[config.mk]
export PLATFORM = sky130hd
export DESIGN_NAME = softmute_zerodet
export DESIGN_NICKNAME = d
export VERILOG_FILES = /design/src/rtl/softmute_zerodet.sv
export SDC_FILE = /design/constraint.sdc
export NUM_CORES = 2
export LEC_CHECK = 0
export BUFFER_PORTS_ARGS = -buffer_cell sky130_fd_sc_hd__buf_2
export CAP_MARGIN = 20
export CELL_PAD_IN_SITES_DETAIL_PLACEMENT = 0
export CELL_PAD_IN_SITES_GLOBAL_PLACEMENT = 1
export CORE_UTILIZATION = 51
export DETAILED_ROUTE_END_ITERATION = 16
export PLACE_DENSITY_LB_ADDON = 0.1
export REMOVE_ABC_BUFFERS = 1
export SETUP_SLACK_MARGIN = 0.15
export SLEW_MARGIN = 20
export SYNTH_ARGS = -nofsm -noshare
export SYNTH_HDL_FRONTEND = slang
export SYNTH_SLANG_ARGS = --single-unit
[constraint.sdc]
create_clock -name clk -period 14.5 [get_ports clk]
set_input_delay 4.35 -clock clk [delete_from_list [all_inputs] [get_ports clk]]
set_output_delay 4.35 -clock clk [all_outputs]
set_load 0.02 [all_outputs]
[src/rtl/softmute_zerodet.sv]
module softmute_zerodet #(
  parameter int DW       = 24,
  parameter int STEPS    = 64,
  parameter int FRAC     = 16,
  parameter int STEP_MUL = 61870,
  parameter int ZERO_RUN = 1024
) (
  input  logic                 clk,
  input  logic                 rst_n,
  input  logic                 smp_valid,
  input  logic signed [DW-1:0] left_in,
  input  logic signed [DW-1:0] right_in,
  input  logic                 mute_req,
  input  logic                 resync,
  output logic signed [DW-1:0] left_out,
  output logic signed [DW-1:0] right_out,
  output logic                 out_valid,
  output logic                 zero_flag
);
  localparam int GW = FRAC + 1;
  localparam int PW = DW + GW;
  localparam int IW = $clog2(STEPS + 1);
  localparam int ZW = $clog2(ZERO_RUN + 1);
  localparam logic [IW-1:0] LAST_IDX = IW'(STEPS);
  localparam logic [ZW-1:0] ZLIM = ZW'(ZERO_RUN);
  localparam logic [ZW-1:0] ZPRE = ZW'(ZERO_RUN - 1);
  localparam logic signed [PW:0] RND  = (PW+1)'((longint'(1) << FRAC) - 1);
  localparam logic signed [PW:0] PMAX = (PW+1)'((longint'(1) << (DW-1)) - 1);
  localparam logic signed [PW:0] PMIN = -PMAX - 1;
  localparam logic signed [DW-1:0] OMAX = {1'b0, {(DW-1){1'b1}}};
  localparam logic signed [DW-1:0] OMIN = {1'b1, {(DW-1){1'b0}}};

  function automatic logic [STEPS*GW-1:0] build_gains();
    logic [STEPS*GW-1:0] tab;
    longint g;
    tab = '0;
    g = longint'(1) << FRAC;
    for (int k = 0; k < STEPS; k++) begin
      tab[k*GW +: GW] = GW'(g);
      g = (g * STEP_MUL + (longint'(1) << (FRAC-1))) >>> FRAC;
    end
    return tab;
  endfunction

  localparam logic [STEPS*GW-1:0] GAINS = build_gains();

  function automatic logic signed [DW-1:0] scale(input logic signed [DW-1:0] s,
                                                 input logic [GW-1:0] g);
    logic signed [PW:0] p;
    logic signed [PW:0] q;
    p = (PW+1)'(s) * $signed({1'b0, g});
    if (p < 0) p = p + RND;
    q = p >>> FRAC;
    if (q > PMAX) return OMAX;
    if (q < PMIN) return OMIN;
    return $signed(q[DW-1:0]);
  endfunction

  logic [IW-1:0] idx;
  logic [ZW-1:0] zrun;
  logic [GW-1:0] gain;
  logic          both_zero;

  assign gain      = (idx == LAST_IDX) ? '0 : GAINS[idx*GW +: GW];
  assign both_zero = (left_in == '0) && (right_in == '0);

  always_ff @(posedge clk) begin
    if (!rst_n) begin
      idx       <= '0;
      zrun      <= '0;
      left_out  <= '0;
      right_out <= '0;
      out_valid <= 1'b0;
      zero_flag <= 1'b0;
    end else begin
      out_valid <= smp_valid;
      if (smp_valid) begin
        left_out  <= resync ? '0 : scale(left_in, gain);
        right_out <= resync ? '0 : scale(right_in, gain);
        if (mute_req && idx != LAST_IDX) idx <= idx + 1'b1;
        else if (!mute_req && idx != '0) idx <= idx - 1'b1;
        if (!both_zero) begin
          zrun      <= '0;
          zero_flag <= 1'b0;
        end else begin
          if (zrun != ZLIM) zrun <= zrun + 1'b1;
          if (zrun >= ZPRE) zero_flag <= 1'b1;
        end
      end
    end
  end

  assert_idx_range_R4: assert property (@(posedge clk) disable iff (!rst_n)
    idx <= LAST_IDX);

  assert_single_step_R3: assert property (@(posedge clk) disable iff (!rst_n)
    smp_valid |=> (idx == $past(idx)) || (idx == $past(idx) + 1'b1) || (idx + 1'b1 == $past(idx)));

  assert_idle_hold_R4: assert property (@(posedge clk) disable iff (!rst_n)
    !smp_valid |=> $stable(idx) && $stable(left_out) && $stable(zero_flag));

  assert_silent_at_end_R4: assert property (@(posedge clk) disable iff (!rst_n)
    (smp_valid && idx == LAST_IDX) |=> (left_out == '0) && (right_out == '0));

  assert_resync_zero_R6: assert property (@(posedge clk) disable iff (!rst_n)
    (smp_valid && resync) |=> (left_out == '0) && (right_out == '0));

  assert_flag_clear_R8: assert property (@(posedge clk) disable iff (!rst_n)
    (smp_valid && !both_zero) |=> !zero_flag);

  assert_valid_pulse_R2: assert property (@(posedge clk) disable iff (!rst_n)
    smp_valid |=> out_valid);
endmodule

Yosys cells after proc, flatten, opt, wreduce, memory -nomap -nowiden
Cells that the tools add are included.

word-level totals
  bits in registers = 68
  input port bits = 53
  output and inout bits = 50

operators by class
  $add $sub $neg = 5
  $mul = 3
  $lt $le $gt $ge = 7
  eq/ne operators = 5
  shift operators = 1
  mux-type cells = 37
  reduce and logical (&&, ||, !) cells = 11

operators by type and width
  operator                                                              count
  variable part select 1088 x 13 -> 17 bit (first input constant)       1
  2-to-1 mux 42 bit                                                     6
  2-to-1 mux 24 bit                                                     10
  adder 42 x 17 -> 42 bit (second input constant)                       2
  less-than comparator 42 x 1 -> 1 bit (second input constant)          2
  multiplier 24 x 18 -> 42 bit                                          2
  greater-than comparator 26 x 24 -> 1 bit (second input constant)      2
  less-than comparator 26 x 24 -> 1 bit (second input constant)         2
  logical NOT 24 bit                                                    2
  2-to-1 mux 11 bit                                                     2
  2-to-1 mux 17 bit                                                     1
  2-to-1 mux 1 bit                                                      16
  2-to-1 mux 7 bit                                                      2
  multiplier 7 x 5 -> 12 bit (second input constant)                    1
  adder 11 x 1 -> 11 bit (second input constant)                        1
  greater-or-equal comparator 11 x 10 -> 1 bit (second input constant)  1
  inequality test 11 bit (second input constant)                        1
  adder 7 x 1 -> 7 bit (second input constant)                          1
  == test 7 bit (second input constant)                                 1
  inequality test 7 bit (second input constant)                         1
  nonzero test 7 bit                                                    1
  subtractor 7 x 1 -> 7 bit (second input constant)                     1
  AND reduction 2 bit                                                   3
  inequality test 2 x 1 -> 1 bit (second input constant)                2
  3 further kinds                                                       5

Depth between registers and ports, before layout
  depth after elaboration = 18
  gate-level depth with buffers = 39

Least setup slack after synthesis
Ideal clock, no wire load.

  kind = in2reg
  start = in right_in[7]
  end = reg right_out[10]
  setup time = 0.060 ns
  arrival time = 11.545 ns
  setup slack = 2.896 ns
  cell stages on the path = 26
  cells stage by stage = clkbuf_1 -> nand2_1 -> fa_1 -> inv_1 -> fa_1 -> inv_1 -> fa_1 -> inv_1 -> fa_1 -> fa_1 -> inv_1 -> fa_1 -> inv_1 -> ha_1 -> a21o_1 -> a21o_1 -> a22o_1 -> o31ai_1 -> o211ai_1 -> xor2_1 -> or3b_1 -> or4_1 -> or4_4 -> a211oi_4 -> buf_6 -> a221o_1

between the ends
  word-level cells in the longest chain between the ends = 13
  elaborated cells on any way between the ends = 19
  classes of those cells = add/sub (1); mul (1); order compare (3); mux (14)

ends and longest elaborated chain
  item                                                                                    line  RTL
  from (decl)                                                                             12    input logic signed [DW-1:0] right_in,
  multiplier 24 x 18 -> 42 bit (*)                                                        51    p = (PW+1)'(s) * $signed({1'b0, g});
  adder 42 x 17 -> 42 bit / less-than comparator 42 x 1 -> 1 bit (equally long branches)  52    if (p < 0) p = p + RND;
  2-to-1 mux 42 bit (*)                                                                   52
  2-to-1 mux 42 bit (*)                                                                   77    if (smp_valid) begin
  2-to-1 mux 42 bit (*)                                                                   68    if (!rst_n) begin
  less-than comparator 26 x 24 -> 1 bit                                                   55    if (q < PMIN) return OMIN;
  2-to-1 mux 1 bit (2 in a row)                                                           55
  2-to-1 mux 1 bit                                                                        77
  2-to-1 mux 1 bit                                                                        68
  2-to-1 mux 24 bit                                                                       56    return $signed(q[DW-1:0]);
  2-to-1 mux 24 bit (*)                                                                   55
  2-to-1 mux 24 bit (*)                                                                   79    right_out <= resync ? '0 : scale(right_in, gain);
  to (signal assigned)                                                                    79
  to (decl)                                                                               16    output logic signed [DW-1:0] right_out,

Every way passes the cells marked *; elsewhere a longest branch is shown, timed or not. The select of a mux whose other input is x is not followed.
A chain may end at the register's enable or synchronous reset.

Worst setup path after layout
  start = in right_in[6]
  end = reg right_out[7]

The elaborated chain is that of the path after synthesis.

==> flow_summary.toml <==
[placed_design]
place_hpwl_um = 77300
portBuffers = 102
gp_congestion = 0.881

[worst_setup_path]
crit_type = "primary input to flip-flop"
start_kind = "primary input"
crit_fanout = 23
cpMaxStageDelayCell = "a211oi_4"
crit_required_ns = 14.80
end_kind = "flip-flop"
path_buf_inv = 6
regToRegSetupSlack_ns = 2.96
cp.arrival_ns = 12.88
path_common_cell = "fa_1"
critPathMaxStageDelay_ns = 0.82
crit_family = "adder cells"

[timing]
clock_skew_ns = 0.0175
fmax_mhz = 79.5
post-route-period-util_pct = 86.8
rsz0062_at_grt = "false"
max-slew-margin-rel_pct = 33.0
drv_slew = 0
fin_tns_setup_ns = 0
hold_viol = 0
worst_pin_slew_ns = 1.00
min_period_ns = 12.58
finalSetupViolCount = 0

[hold_path]
hold_class = "flip-flop to flip-flop"

[clock_tree]
root_buffer = "clkbuf_16"
post_cts_buffers = 0
htreeDepth = 3
cts_buffer_depth = 2
post_cts_resized = 0
cts_buffers = 9
clock-sinks = 68
cts_tree = "done"
clkTransAtPathRegs_ns = 0.06
clock_latency_ns = 0.37
postCtsHoldBufs = 0

[cells_and_area]
nets = 5335
multiInputGateArea_um2 = 30900
num-fill-cells = 6788
area_delta_synth_final_pct = 4.40
regArea_um2 = 1370
drive_above_1_share_pct = 5.09

[die]
initial_core_util_pct = 51.9
core-area_um2 = 70500
die_height_um = 270
fp.dieW_um = 270
rows = 97
dieArea_um2 = 72800
ios = 103

[routing]
drtIter0Drc = 1971
vias = 28700
avgRoutedWirePerCell_um = 18.9
drt_wl_total_um = 98400
first_pass_iters = 6
drc = 0
drt-vias-per-instance = 5.51
antenna_left = 0

[yosys]
synth_common_cells = "inv_1, fa_1, nand2_1"
synth_area_per_cell_um2 = 8.47
async_reset_ff_share_pct = 0
syn_inst = 4323
synth_edf_count = 0
synth_warnings = 0
ys_top_cells_by_area = "fa_1, inv_1, and2_1"
yosysMostFrequentCell = "inv_1"
yosys.cell_types.count = 95
syn_area_um2 = 36600
synth_seq_area_share_pct = 3.72
synth_ff_type = "dfxtp_1"
ys_ff_latch = 68
synth_top_area_share_pct = 43.9
yosysTopAreaCell = "fa_1"

[status]
outcome = "finished, final reports clean"

[grt]
antenna_found_initial = 2
grt_pass1_vias = 30300
track_usage_pct = 28.6
grt_max_degree = 64
grt.overflow.total = 0
grt_pass1_wl_um = 165000

[job]
drv_cap = 0
[flip-flops by register name (all words and copies together) (netlist names)]
register,flops
left_out,24
zero_flag,1
out_valid,1
zrun,11
right_out,24
idx,7
[metal layers]
metal  wire (µm)  part of all wire (%)  GRT usage, %
met2       45800                    47          46.0
met4        2200                   2.2          6.82
met3        6850                   7.0          4.21
met1       43500                    44          40.6
met5           0                     0             0
[final cells by class]
class                           instances  share of cell area (%)
Inverter                              980                    9.63
Antenna cell                            2                  0.0131
Clock inverter                          6                   0.236
Sequential cell                        68                    3.57
Clock buffer                            9                   0.589
Timing Repair Buffer                  139                    2.10
Tap cell                              940                    3.08
Multi-Input combinational cell       3060                    80.8
[metrics by stage]
step / worst slack [ns] / cells / area, µm² / utilization [%] / hold slack, ns
finish: 1.92 / 5204 / 38200 / 54.2 / 0.480
global route: 1.55 / 5202 / 38200 / 54.2 / 0.495
CTS: 2.00 / 5202 / 38200 / 54.2 / 0.485
detailed placement: 1.65 / 5187 / 37900 / 53.7 / 0.466
global placement: 1.73 / 5187 / 37900 / 53.7 / 0.448
floorplan: 1.91 / 4108 / 35700 / - / 0.480
[worst paths after layout]
| path | cells after the start | start | to |
|---|---|---|---|
| min reg2reg | 1 | right_out[22] | right_out[22] |
| min | 1 | right_out[22] | right_out[22] |
| max reg2reg | 30 | idx[1] | left_out[16] |
| max | 25 | right_in[6] | right_out[7] |
[placed cells by master (no fill, tap or decap), types with 15 or more instances in the layout]
master    synthesis  final
a211oi_1         48     42
a21o_1           23     23
a21oi_1         145    143
a221o_1          23     23
a31oi_1          23     23
and2_1          488    488
and3_1           21     21
buf_2             7    102
buf_4             6     36
dfxtp_1          68     65
fa_1            803    803
ha_1            221    221
inv_1           976    976
nand2_1         497    497
nand2b_1         22     22
nand3_1          43     43
nand4_1          26     26
nor2_1          137    132
nor3_1           49     47
nor4_1           26     24
o211ai_1         17     17
o21ai_0          91     91
o21bai_1         15     15
xnor2_1          59     58
xor2_1           54     54
[cells by family after synthesis]
logic type,after synthesis,synth area share [%]
AND/OR/NAND/NOR,1391,19.6
buffers and inverters,1195,12.4
adder cells (fa/ha/maj),1024,51.5
AO/OA/AOI/OAI,517,9.59
XOR/XNOR,114,2.75
flip-flops,68,3.72
multiplexers,14,0.496
Power is not shown: default switching activity piles up to over one toggle a cycle in this logic, so the estimate is an artifact.
